## config.mk

```make
export PLATFORM = sky130hd
export DESIGN_NAME = lps_iface_ctrl
export DESIGN_NICKNAME = d
export VERILOG_FILES = /design/src/rtl/lps_pkg.sv /design/src/rtl/lps_sync.sv /design/src/rtl/lps_low_timer.sv /design/src/rtl/lps_iface_fsm.sv /design/src/rtl/lps_sleep_ctrl.sv /design/src/rtl/lps_iface_ctrl.sv
export SDC_FILE = /design/constraint.sdc
export NUM_CORES = 1
export LEC_CHECK = 0
export BUFFER_PORTS_ARGS = -buffer_cell sky130_fd_sc_hd__buf_2
export CAP_MARGIN = 10
export CORE_MARGIN = 1
export CORE_UTILIZATION = 55
export CTS_CLUSTER_SIZE = 12
export DETAILED_ROUTE_END_ITERATION = 12
export PLACE_DENSITY = 0.75
export REMOVE_ABC_BUFFERS = 1
export SETUP_SLACK_MARGIN = 0.2
export SYNTH_ARGS = -nofsm -noshare
export SYNTH_HDL_FRONTEND = slang
export SYNTH_SLANG_ARGS = --single-unit
```

## constraint.sdc

```tcl
create_clock -name clk -period 1.6 [get_ports clk]
set_input_delay 0.32 -clock clk [delete_from_list [all_inputs] [get_ports clk]]
set_output_delay 0.32 -clock clk [all_outputs]
set_load 0.01 [all_outputs]
```

## src/rtl/lps_pkg.sv

```systemverilog
package lps_pkg;
  typedef enum logic [1:0] {
    IF_NORMAL   = 2'd0,
    IF_LPRESET  = 2'd1,
    IF_DISABLED = 2'd2,
    IF_INIT     = 2'd3
  } if_state_t;
endpackage

```

## src/rtl/lps_sync.sv

```systemverilog
module lps_sync #(
  parameter int STAGES = 2
) (
  input  logic clk,
  input  logic rst,
  input  logic d_i,
  output logic q_o
);
  logic [STAGES-1:0] chain;

  always_ff @(posedge clk) begin
    if (rst) chain <= '0;
    else     chain <= {chain[STAGES-2:0], d_i};
  end

  assign q_o = chain[STAGES-1];
endmodule

```

## src/rtl/lps_low_timer.sv

```systemverilog
module lps_low_timer #(
  parameter int RST_CYC = 128,
  parameter int DIS_CYC = 1278
) (
  input  logic clk,
  input  logic rst,
  input  logic lps_s_i,
  output logic past_rst_o,
  output logic past_dis_o
);
  localparam int CW = $clog2(DIS_CYC + 1);
  localparam logic [CW-1:0] RST_LIM = CW'(RST_CYC);
  localparam logic [CW-1:0] DIS_LIM = CW'(DIS_CYC);

  logic [CW-1:0] low_cnt;

  always_ff @(posedge clk) begin
    if (rst || lps_s_i)        low_cnt <= '0;
    else if (low_cnt != DIS_LIM) low_cnt <= low_cnt + 1'b1;
  end

  assign past_rst_o = (low_cnt >= RST_LIM);
  assign past_dis_o = (low_cnt >= DIS_LIM);

  // one high sample always restarts the low-time count
  p_count_clears_r1: assert property (@(posedge clk) disable iff (rst)
    lps_s_i |=> (low_cnt == '0));
  // the count never passes its saturation value
  p_count_bounded_r1: assert property (@(posedge clk) disable iff (rst)
    low_cnt <= DIS_LIM);
endmodule

```

## src/rtl/lps_iface_fsm.sv

```systemverilog
module lps_iface_fsm
  import lps_pkg::*;
(
  input  logic      clk,
  input  logic      rst,
  input  logic      lps_s_i,
  input  logic      past_rst_i,
  input  logic      past_dis_i,
  output if_state_t state_o,
  output logic      sysclk_en_o,
  output logic      ctl_d_zero_o,
  output logic      lreq_mask_o,
  output logic      iface_init_o
);
  if_state_t state, nxt;

  always_comb begin
    nxt = state;
    unique case (state)
      IF_NORMAL:   if (past_rst_i) nxt = IF_LPRESET;
      IF_LPRESET:  if (lps_s_i) nxt = IF_INIT;
                   else if (past_dis_i) nxt = IF_DISABLED;
      IF_DISABLED: if (lps_s_i) nxt = IF_INIT;
      IF_INIT:     nxt = IF_NORMAL;
      default:     nxt = IF_DISABLED;
    endcase
  end

  always_ff @(posedge clk) begin
    if (rst) begin
      state        <= IF_DISABLED;
      sysclk_en_o  <= 1'b0;
      ctl_d_zero_o <= 1'b1;
      lreq_mask_o  <= 1'b1;
      iface_init_o <= 1'b0;
    end else begin
      state        <= nxt;
      sysclk_en_o  <= (nxt != IF_DISABLED);
      ctl_d_zero_o <= (nxt != IF_NORMAL);
      lreq_mask_o  <= (nxt != IF_NORMAL);
      iface_init_o <= (nxt == IF_INIT);
    end
  end

  assign state_o = state;

  // the reset state keeps the clock running with the outputs forced
  p_lpreset_outputs_r2: assert property (@(posedge clk) disable iff (rst)
    (state == IF_LPRESET) |-> (sysclk_en_o && ctl_d_zero_o && lreq_mask_o));
  // initialization lasts one cycle and leads to normal operation
  p_init_then_normal_r5: assert property (@(posedge clk) disable iff (rst)
    (state == IF_INIT) |=> (state == IF_NORMAL));
  // the normal state only leaves once the short threshold has been passed
  p_leave_normal_r3: assert property (@(posedge clk) disable iff (rst)
    ((state == IF_NORMAL) && (nxt != IF_NORMAL)) |-> past_rst_i);
endmodule

```

## src/rtl/lps_sleep_ctrl.sv

```systemverilog
module lps_sleep_ctrl
  import lps_pkg::*;
(
  input  logic      clk,
  input  logic      rst,
  input  if_state_t state_i,
  input  logic      lps_s_i,
  input  logic      port_inactive_i,
  input  logic      port_event_i,
  input  logic      sysclk_en_i,
  output logic      low_power_o
);
  logic armed;

  always_ff @(posedge clk) begin
    if (rst) begin
      armed       <= 1'b1;
      low_power_o <= 1'b0;
    end else begin
      if (state_i != IF_DISABLED) armed <= 1'b1;
      else if (port_event_i)      armed <= 1'b0;
      low_power_o <= (state_i == IF_DISABLED) && armed && !port_event_i
                     && port_inactive_i && !lps_s_i;
    end
  end

  // low-power mode never coexists with a running system clock
  p_sleep_no_clock_r6: assert property (@(posedge clk) disable iff (rst)
    low_power_o |-> !sysclk_en_i);
  // a port event always ends low-power mode
  p_event_wakes_r7: assert property (@(posedge clk) disable iff (rst)
    port_event_i |=> !low_power_o);
endmodule

```

## src/rtl/lps_iface_ctrl.sv

```systemverilog
module lps_iface_ctrl
  import lps_pkg::*;
#(
  parameter int RST_CYC     = 128,
  parameter int DIS_CYC     = 1278,
  parameter int SYNC_STAGES = 2
) (
  input  logic clk,
  input  logic rst,
  input  logic lps_i,
  input  logic port_inactive_i,
  input  logic port_event_i,
  output logic sysclk_en_o,
  output logic ctl_d_zero_o,
  output logic lreq_mask_o,
  output logic iface_init_o,
  output logic low_power_o
);
  logic      lps_s, past_rst, past_dis;
  if_state_t state;

  lps_sync #(.STAGES(SYNC_STAGES)) u_sync (
    .clk(clk), .rst(rst), .d_i(lps_i), .q_o(lps_s)
  );

  lps_low_timer #(.RST_CYC(RST_CYC), .DIS_CYC(DIS_CYC)) u_timer (
    .clk(clk), .rst(rst), .lps_s_i(lps_s),
    .past_rst_o(past_rst), .past_dis_o(past_dis)
  );

  lps_iface_fsm u_fsm (
    .clk(clk), .rst(rst), .lps_s_i(lps_s),
    .past_rst_i(past_rst), .past_dis_i(past_dis),
    .state_o(state), .sysclk_en_o(sysclk_en_o),
    .ctl_d_zero_o(ctl_d_zero_o), .lreq_mask_o(lreq_mask_o),
    .iface_init_o(iface_init_o)
  );

  lps_sleep_ctrl u_sleep (
    .clk(clk), .rst(rst), .state_i(state), .lps_s_i(lps_s),
    .port_inactive_i(port_inactive_i), .port_event_i(port_event_i),
    .sysclk_en_i(sysclk_en_o), .low_power_o(low_power_o)
  );

  // a stopped system clock always comes with forced outputs
  p_stopped_clock_forced_r3: assert property (@(posedge clk) disable iff (rst)
    !sysclk_en_o |-> (ctl_d_zero_o && lreq_mask_o));
endmodule

```

==> results of run 1 <==
[power by group through the flow]
stage	Combinational (W)	Clock (W)	Sequential, W
2_1_floorplan	0.0000387	0	0.000545
3_3_place_gp	0.0000672	0	0.000541
3_5_place_dp	0.0000693	0	0.000543
4_1_cts	0.0000696	0.000300	0.000532
5_1_grt	0.0000787	0.000326	0.000536
6_report	0.0000695	0.000293	0.000532
[what timing repair did]
action                     in CTS  in global routing
hold buffers                    0                  0
buffers inserted                0                  1
resized for setup               1                  6
setup endpoints to repair       5                 12
pin swaps                       1                  1
[cells by family after synthesis]
group                    count (synthesis)
XOR/XNOR                                 6
multiplexers                             1
AO/OA/AOI/OAI                           16
buffers and inverters                    8
AND/OR/NAND/NOR                         50
adder cells (fa/ha/maj)                  2
flip-flops                              20
[area by class of cell]
cell class	count	area (um^2)
Multi-Input combinational cell	75	502
Fill cell	135	495
Inverter	4	15.0
Clock buffer	4	36.3
Timing Repair Buffer	12	67.6
Tap cell	16	20.0
Sequential cell	20	405
[state kept, by name, indices dropped and copies added (netlist names)]
name	cells
u_fsm.ctl_d_zero_o	1
u_fsm.iface_init_o	1
u_fsm.state_o	2
u_fsm.sysclk_en_o	1
u_sleep.armed	1
u_sleep.low_power_o	1
u_sync.chain	2
u_timer.low_cnt	11
[per-layer routing]
metal	track usage [%]	part of all wire, %
met2	33.1	47
met1	28.0	48
met3	3.83	2.3
met5	0	0
met4	15.2	2.7
[how the worst min path moves through the flow]
stage,slack [ns],endpoint,startpoint,cells past startpoint
floorplan,0.39,u_sync.chain[0],rst,1
global route,0.16,u_sleep.low_power_o,port_event_i,2
global placement,0.42,u_sleep.low_power_o,u_sleep.armed,2
finish,0.17,u_sleep.low_power_o,port_event_i,2
CTS,0.16,u_sleep.low_power_o,port_event_i,2
detailed placement,0.43,u_sleep.low_power_o,u_sleep.armed,2
[worst reg2reg max path, cell delays in order (launching register included)]
cell and delay [ns]:
sky130_fd_sc_hd__dfxtp_2 0.35, sky130_fd_sc_hd__inv_1 0.04, sky130_fd_sc_hd__ha_1 0.20, sky130_fd_sc_hd__and4bb_4 0.24
sky130_fd_sc_hd__a311oi_2 0.24, sky130_fd_sc_hd__xnor2_1 0.15, sky130_fd_sc_hd__nor2_1 0.05
[metrics by stage]
step	instance area [um^2]	power, W
2_1_floorplan	908	0.000583
3_3_place_gp	988	0.000608
3_5_place_dp	988	0.000612
4_1_cts	1030	0.000901
5_1_grt	1050	0.000940
6_report	1050	0.000895
[cells in the final DEF (no fill, tap or decap), types with 2 or more instances in the layout]
| master | instances |
|---|---|
| sky130_fd_sc_hd__ha_1 | 2 |
| sky130_fd_sc_hd__xnor2_1 | 5 |
| sky130_fd_sc_hd__nand3_1 | 3 |
| sky130_fd_sc_hd__nand2_1 | 10 |
| sky130_fd_sc_hd__inv_1 | 4 |
| sky130_fd_sc_hd__nor2b_1 | 2 |
| sky130_fd_sc_hd__buf_2 | 9 |
| sky130_fd_sc_hd__nand3_4 | 2 |
| sky130_fd_sc_hd__and3_1 | 2 |
| sky130_fd_sc_hd__o21ai_0 | 3 |
| sky130_fd_sc_hd__o211ai_1 | 2 |
| sky130_fd_sc_hd__nand4_1 | 3 |
| sky130_fd_sc_hd__buf_4 | 3 |
| sky130_fd_sc_hd__dfxtp_1 | 18 |
| sky130_fd_sc_hd__nand2b_1 | 2 |
| sky130_fd_sc_hd__a21oi_1 | 2 |
| sky130_fd_sc_hd__a211oi_1 | 2 |
| sky130_fd_sc_hd__nor2_1 | 15 |
| sky130_fd_sc_hd__nor4_1 | 3 |
| sky130_fd_sc_hd__clkbuf_4 | 3 |
==> flow_results.org, run 1 <==
** Clock network
- Clock latency on the worst-skew pair, taken at its later pin, is between 0.3 and 0.4 ns.
- TritonCTS built the clock tree.
- TritonCTS buffer count :: 3
- CTS HTree Levels :: 1
- Maximum clock path buffer count :: 2
- Buffer type at the clock tree root :: sky130_fd_sc_hd__clkbuf_4
- CTS sink count :: 20
- Clock transition at the register clock pins on the worst setup and hold paths after CTS :: around 0.11 ns

** Floorplan
- Die extent in x :: 43.2 um
- The region available for standard cell placement spans 0.00154 mm^2.
- Ports :: 10
- Rows :: 14
- Once the floorplan was initialized, standard cells occupied 60.6% of the core.
- In this run the vertical extent of the chip is 43.2 um.
- The die covers 0.00187 mm^2.

** STA
- After layout, the minimum clock period comes to around 1.4 ns.
- Hold Slack :: 0.167 ns
- Actual transition at the worst max-transition pin :: 0.249 ns
- The final-report hold violation count came to 0.
- Setup violations remaining at the end of the flow were counted as 0.
- Setup_tns :: 0 ns
- Max-slew violation count :: 0
- Setup slack on the critical path of the routed design comes to 0.231 ns.
- After layout, the worst path uses 85.6% of the clock period.
- Max-Slew Margin vs Limit :: 83.3%
- Timing would allow up to approximately 730 MHz.
- Between clock sinks in the finished design, the worst skew comes to 0.00835 ns.
- Setup repair after global routing missed its margin :: true

** Setup path
- Tracing the worst setup path back leads to its startpoint at u_timer.low_cnt[0].
- Critical R2R Launch :: u_timer.low_cnt[0]
- Buffering stage count on the worst path with inverters included :: 1
- Largest fanout on the critical path :: 6
- Critical path data arrival time :: 1.57 ns
- WS Path Type :: register to register
- On the worst path, the slowest cell contributes a delay of 0.35 ns.
- Required time worst endpoint :: roughly 1.8 ns
- Worst Setup Start Kind :: register
- Worst path cell trace :: inv_1 -> ha_1 -> and4bb_4 -> a311oi_2 -> xnor2_1 -> nor2_1
- Total number of cells along the worst setup path :: 6
- Cell type of the slowest stage on the worst timing path :: sky130_fd_sc_hd__dfxtp_2
- Number of cell instances on the worst register-to-register path :: 6
- CP Capture Point :: u_timer.low_cnt[5]
- Slack of the worst reg-to-reg path :: ~0.23 ns
- Capture point of the worst reg-to-reg path :: u_timer.low_cnt[5]
- The worst setup path is captured at a register.
- Grouping stages by cell kind, the critical path spends the most delay in flip-flops.

** Logic synthesis
- A synthesized cell averages 9.06 um^2.
- After Yosys synthesis, full adders, half adders and majority gates account for 2.68% of the synthesized area.
- Share of synthesized cell area in and, or, nand and nor gates :: between 30% and 40%
- Flops & latches, synth :: 20
- Of all cell types, the one taking the most synthesized area is sky130_fd_sc_hd__dfxtp_1.
- Async S/R FF share, synth :: 0%
- Synthesis instantiated 33 different standard cells from the library.
- In this run, synthesis inferred 0 flip-flops with an integrated enable.
- Dominant combinational cell family by area after synthesis :: simple AND/OR/NAND/NOR gates
- Leading post-synthesis cells by instance count :: sky130_fd_sc_hd__dfxtp_1 (20), sky130_fd_sc_hd__nor2_1 (15), sky130_fd_sc_hd__nand2_1 (10)
- After technology mapping, the gate count stands at 103.
- Mapped Area :: 933 um^2
- Main area contributors after synthesis :: sky130_fd_sc_hd__dfxtp_1 (43%), sky130_fd_sc_hd__nor2_1 (6.0%), sky130_fd_sc_hd__xnor2_1 (4.7%)
- Compound-cell area share of the yosys netlist :: 12.5%
- Yosys top cell area share :: 42.9%
- Post-synthesis xor/xnor area fraction :: under 10%
- Sequential fraction of the synthesis area :: 42.9%
- Most used DFF post-synth :: sky130_fd_sc_hd__dfxtp_1
- Yosys instantiated no cell more often than sky130_fd_sc_hd__dfxtp_1.
- Share of cell area taken by muxes after synthesis :: 1.07%
- Number of warnings issued by yosys :: 0

** Routing
- Average detailed-routed wire length per instance :: 12.9 um
- The detail route stage leaves a number of antenna-violating nets equal to 0.
- After detailed routing, the number of remaining DRC violations is 0.
- Drt via density :: ~5.8
- Number of search-and-repair iterations in the first detailed-routing pass :: 4
- DRC violation total after the first TritonRoute iteration :: 13
- Wires add up to 1.69 mm.
- Routed via count :: 758

** Placed design
- Detail Placement HPWL :: 1.24 mm
- Post-placement cell count :: 126
- Gpl congestion :: 0.810
- Port buffering added 9 buffers.
- Pre-CTS setup slack :: between 0.15 and 0.2 ns

** Power and ir drop
- Across the VDD grid, the largest voltage drop is 0.683 mV.
- Per report_power, the combinational group accounts for 7.8% of the total.
- Sequential cells burn between 50% and 60% of the power.
- Internal Pwr Total :: slightly below 0.0007 W
- Net Switching :: 0.000208 W
- Power density over cell area :: ~860 mW/mm^2
- Part of the total power dissipated in the clock network :: 32.7%
- Summed over all cells, the static leakage comes to 0.409 nW.
- Of the total power, the share spent switching nets is between 20% and 30%.

** GRT
- The via count of the first global-routing pass was approximately 700.
- Maximum number of pins on one net before global-route repair :: 12
- The number of antenna violations at the first check in global routing is 0.
- The first global-routing pass estimated roughly 3 mm of wire.
- In the global route stage, overall resource usage came out at between 20% and 30%.
- Global route total overflow :: 0

** Status
- Status :: finished, final reports clean

** Run
- Max-cap violation count :: 0

** Finish
- Relative to the synthesized area, the layout overhead comes to 12.1%.
- Leaving out filler cells and counting taps, the final layout contains 131.
- Share of the core filled with cells in the final layout :: 67.9%
- Fraction of final layout cells with drive strength greater than 1 :: 25.2%
- At the end of the flow, the number of nets in the layout was 123.
- The number of antenna diodes in the final layout is 0.

** Hold path
- Min-Delay Path Class :: input port to register
Note: power is estimated with default switching activity, not from simulation.
==> run 2: changes to the inputs <==
RECOVER_POWER = 100   (was default)
SKIP_CTS_REPAIR_TIMING = 1   (was default)
==> flow_results.org, run 2 (same netlist as run 1, synthesis figures left out) <==
** Floorplan
- From bottom edge to top edge, the die measures 43.2 um.
- Area of the die :: 0.00187 mm^2
- Die extent in x :: around 43 um
- Core footprint :: approximately 0.0015 mm^2
- Starting density of the core :: 60.6%
- Ports :: 10
- Rows :: 14

** Placed design
- After detailed placement, the total cell area comes to 988 um^2.
- Routability-driven placement finished with a final weighted congestion of around 0.81.
- Detail Placement HPWL :: 1.24 mm
- Pre-CTS setup slack :: 0.156 ns
- Port buffering added 9 buffers.

** Power and ir drop
- Part of the total power dissipated in the clock network :: 32.8%
- Peak supply drop :: roughly 0.68 mV
- Share of total power in combinational logic :: 7.6%
- Power density over cell area :: 884 mW/mm^2
- Internal Pwr Total :: 0.000685 W
- Registers are responsible for between 50% and 60% of the overall power.
- Sw frac :: between 20% and 30%
- Net Switching :: 0.000208 W
- For this design the static power due to leakage is roughly 0.38 nW.

** STA
- Setup violations remaining at the end of the flow were counted as 0.
- Static timing analysis puts the maximum clock frequency at 695 MHz.
- Clock skew on the completed layout was measured at 0.00737 ns.
- Tcrit/Tclk final :: 89.9%
- Setup repair after global routing missed its margin :: true
- Max-Slew Margin vs Limit :: 78.1%
- Crit path setup slack, layout :: 0.161 ns
- Actual transition at the worst max-transition pin :: 0.327 ns
- Count of final hold-check violations :: 0
- Max-slew violation count :: 0
- Setup_tns :: 0 ns
- Post-layout minimum cycle time :: 1.44 ns

** Finish
- Registers take between 400 and 500 um^2.
- The finished cells cover 0.00101 mm^2.
- Area occupied by multi-input gates :: about 480 um^2
- Most used cells in the layout excluding fill and tap cells :: sky130_fd_sc_hd__dfxtp_1 (19), sky130_fd_sc_hd__nor2_1 (15), sky130_fd_sc_hd__nand2_1 (10), sky130_fd_sc_hd__clkbuf_1 (7), sky130_fd_sc_hd__xnor2_1 (5)
- The register with the most flip-flops in the final layout is u_timer.low_cnt.
- Area grow syn2layout :: 8.18%
- Net total in the final layout :: around 120
- The register with the most flip-flops in the layout has 11 of them.
- Cells with a size suffix above 1 make up 16.5% of the layout.
- Antenna cell count :: 0
- Count of filler cells inserted in the layout :: between 100 and 150
- Share of the core filled with cells in the final layout :: 65.5%
- The library cell used most frequently in the layout, excluding fill and tap cells, is sky130_fd_sc_hd__dfxtp_1.

** Setup path
- STA classifies the critical path endpoint as a register.
- Required time worst endpoint :: 1.80 ns
- Data on the critical path arrives at its endpoint at 1.64 ns.
- WS Path Type :: register to register
- Largest fanout on the critical path :: 6
- Worst Setup Start Kind :: register

** Run
- The tool flagged a number of max-cap violations equal to 0.

** GRT
- Global route total overflow :: 0
- For this run, the total global-route usage over all layers was measured as 21.9%.
- Wire length of the first global-routing pass :: 2.99 mm
- Maximum number of pins on one net before global-route repair :: 12
- The number of antenna violations at the first check in global routing is 0.
- The via count of the first global-routing pass is ~700.

** Clock network
- CTS built an H-tree with a depth of 1.
- Maximum clock path buffer count :: 2
- Buffer type at the clock tree root :: sky130_fd_sc_hd__clkbuf_4
- Clock tree synthesis found a total of 20 sinks.
- After clock tree synthesis, the clock-pin slew on the worst setup and hold paths is 0.11 ns.
- CTS tree :: built
- TritonCTS buffer count :: 3
- The clock reaches the later pin of the worst-skew pair after 0.31 ns.

** Routing
- Routed via count :: around 790
- After detailed routing, the average wire length per cell comes to 13.4 um.
- The detailed router finished its first iteration with 22 violations.
- For this block, the routed nets add up to 1.75 mm of wire.
- Drt via density :: approximately 6
- Count of unresolved DRC violations after routing :: 0
- The pre-antenna-repair detailed-routing pass consisted of 4 iterations.
- The count of nets left with antenna violations once routing finished came out at 0.

** Hold path
- The worst hold path belongs to the class input port to register.

** Status
- Status :: finished, final reports clean
==> run 2: changes by cell type in the layout (fill, tap and decap cells not counted), moves of 2 or more <==
cell / change
sky130_fd_sc_hd__buf_2: -6
sky130_fd_sc_hd__clkbuf_1: +7
sky130_fd_sc_hd__ha_1: -2
sky130_fd_sc_hd__ha_2: +2
==> run 2: worst max-delay path, cell delays in order, from the launching register on <==
cell                       delay [ns]
sky130_fd_sc_hd__dfxtp_1         0.36
sky130_fd_sc_hd__inv_1           0.05
sky130_fd_sc_hd__ha_2            0.18
sky130_fd_sc_hd__and4bb_4        0.23
sky130_fd_sc_hd__a311oi_1        0.31
sky130_fd_sc_hd__xnor2_1         0.16
sky130_fd_sc_hd__nor2_1          0.05
==> run 2: path summary, 6_finish.rpt <==
kind | from | endpoint | slack (ns) | cells past startpoint
max | u_timer.low_cnt[0] | u_timer.low_cnt[5] | 0.16 | 6
min | port_event_i | u_sleep.low_power_o | 0.17 | 2
max reg2reg | u_timer.low_cnt[0] | u_timer.low_cnt[5] | 0.16 | 6
min reg2reg | u_sleep.armed | u_sleep.low_power_o | 0.45 | 2
==> run 2: cell type report <==
| type | count | share of cell area [%] |
|---|---|---|
| inverters | 4 | 1.49 |
| multi-input cells | 75 | 47.3 |
| clock buffers | 4 | 3.59 |
| repair buffers | 12 | 5.58 |
| flip-flops and latches | 20 | 40.0 |
| well taps | 16 | 1.98 |
==> run 2: routing by layer <==
layer	global-route usage, %	routed length, um	vias up
li1	-	-	385
met1	28.0	796	370
met2	32.2	818	26
met3	4.26	86	5
met4	15.8	49	0
met5	0	0	-
==> run 2: power groups by stage <==
| stage | Clock, W | Sequential, W | Combinational [W] |
|---|---|---|---|
| floorplan | 0 | 0.000545 | 0.0000387 |
| global placement | 0 | 0.000541 | 0.0000672 |
| detailed placement | 0 | 0.000543 | 0.0000693 |
| CTS | 0.000300 | 0.000531 | 0.0000696 |
| global route | 0.000326 | 0.000536 | 0.0000762 |
| finish | 0.000292 | 0.000532 | 0.0000677 |
==> run 2: stage by stage <==
step,hold WS (ns),power (W),instances
5_1_grt,0.159,0.000937,131
6_report,0.170,0.000892,131
4_1_cts,0.161,0.000901,130
2_1_floorplan,0.392,0.000583,99
3_3_place_gp,0.419,0.000608,126
3_5_place_dp,0.429,0.000612,126
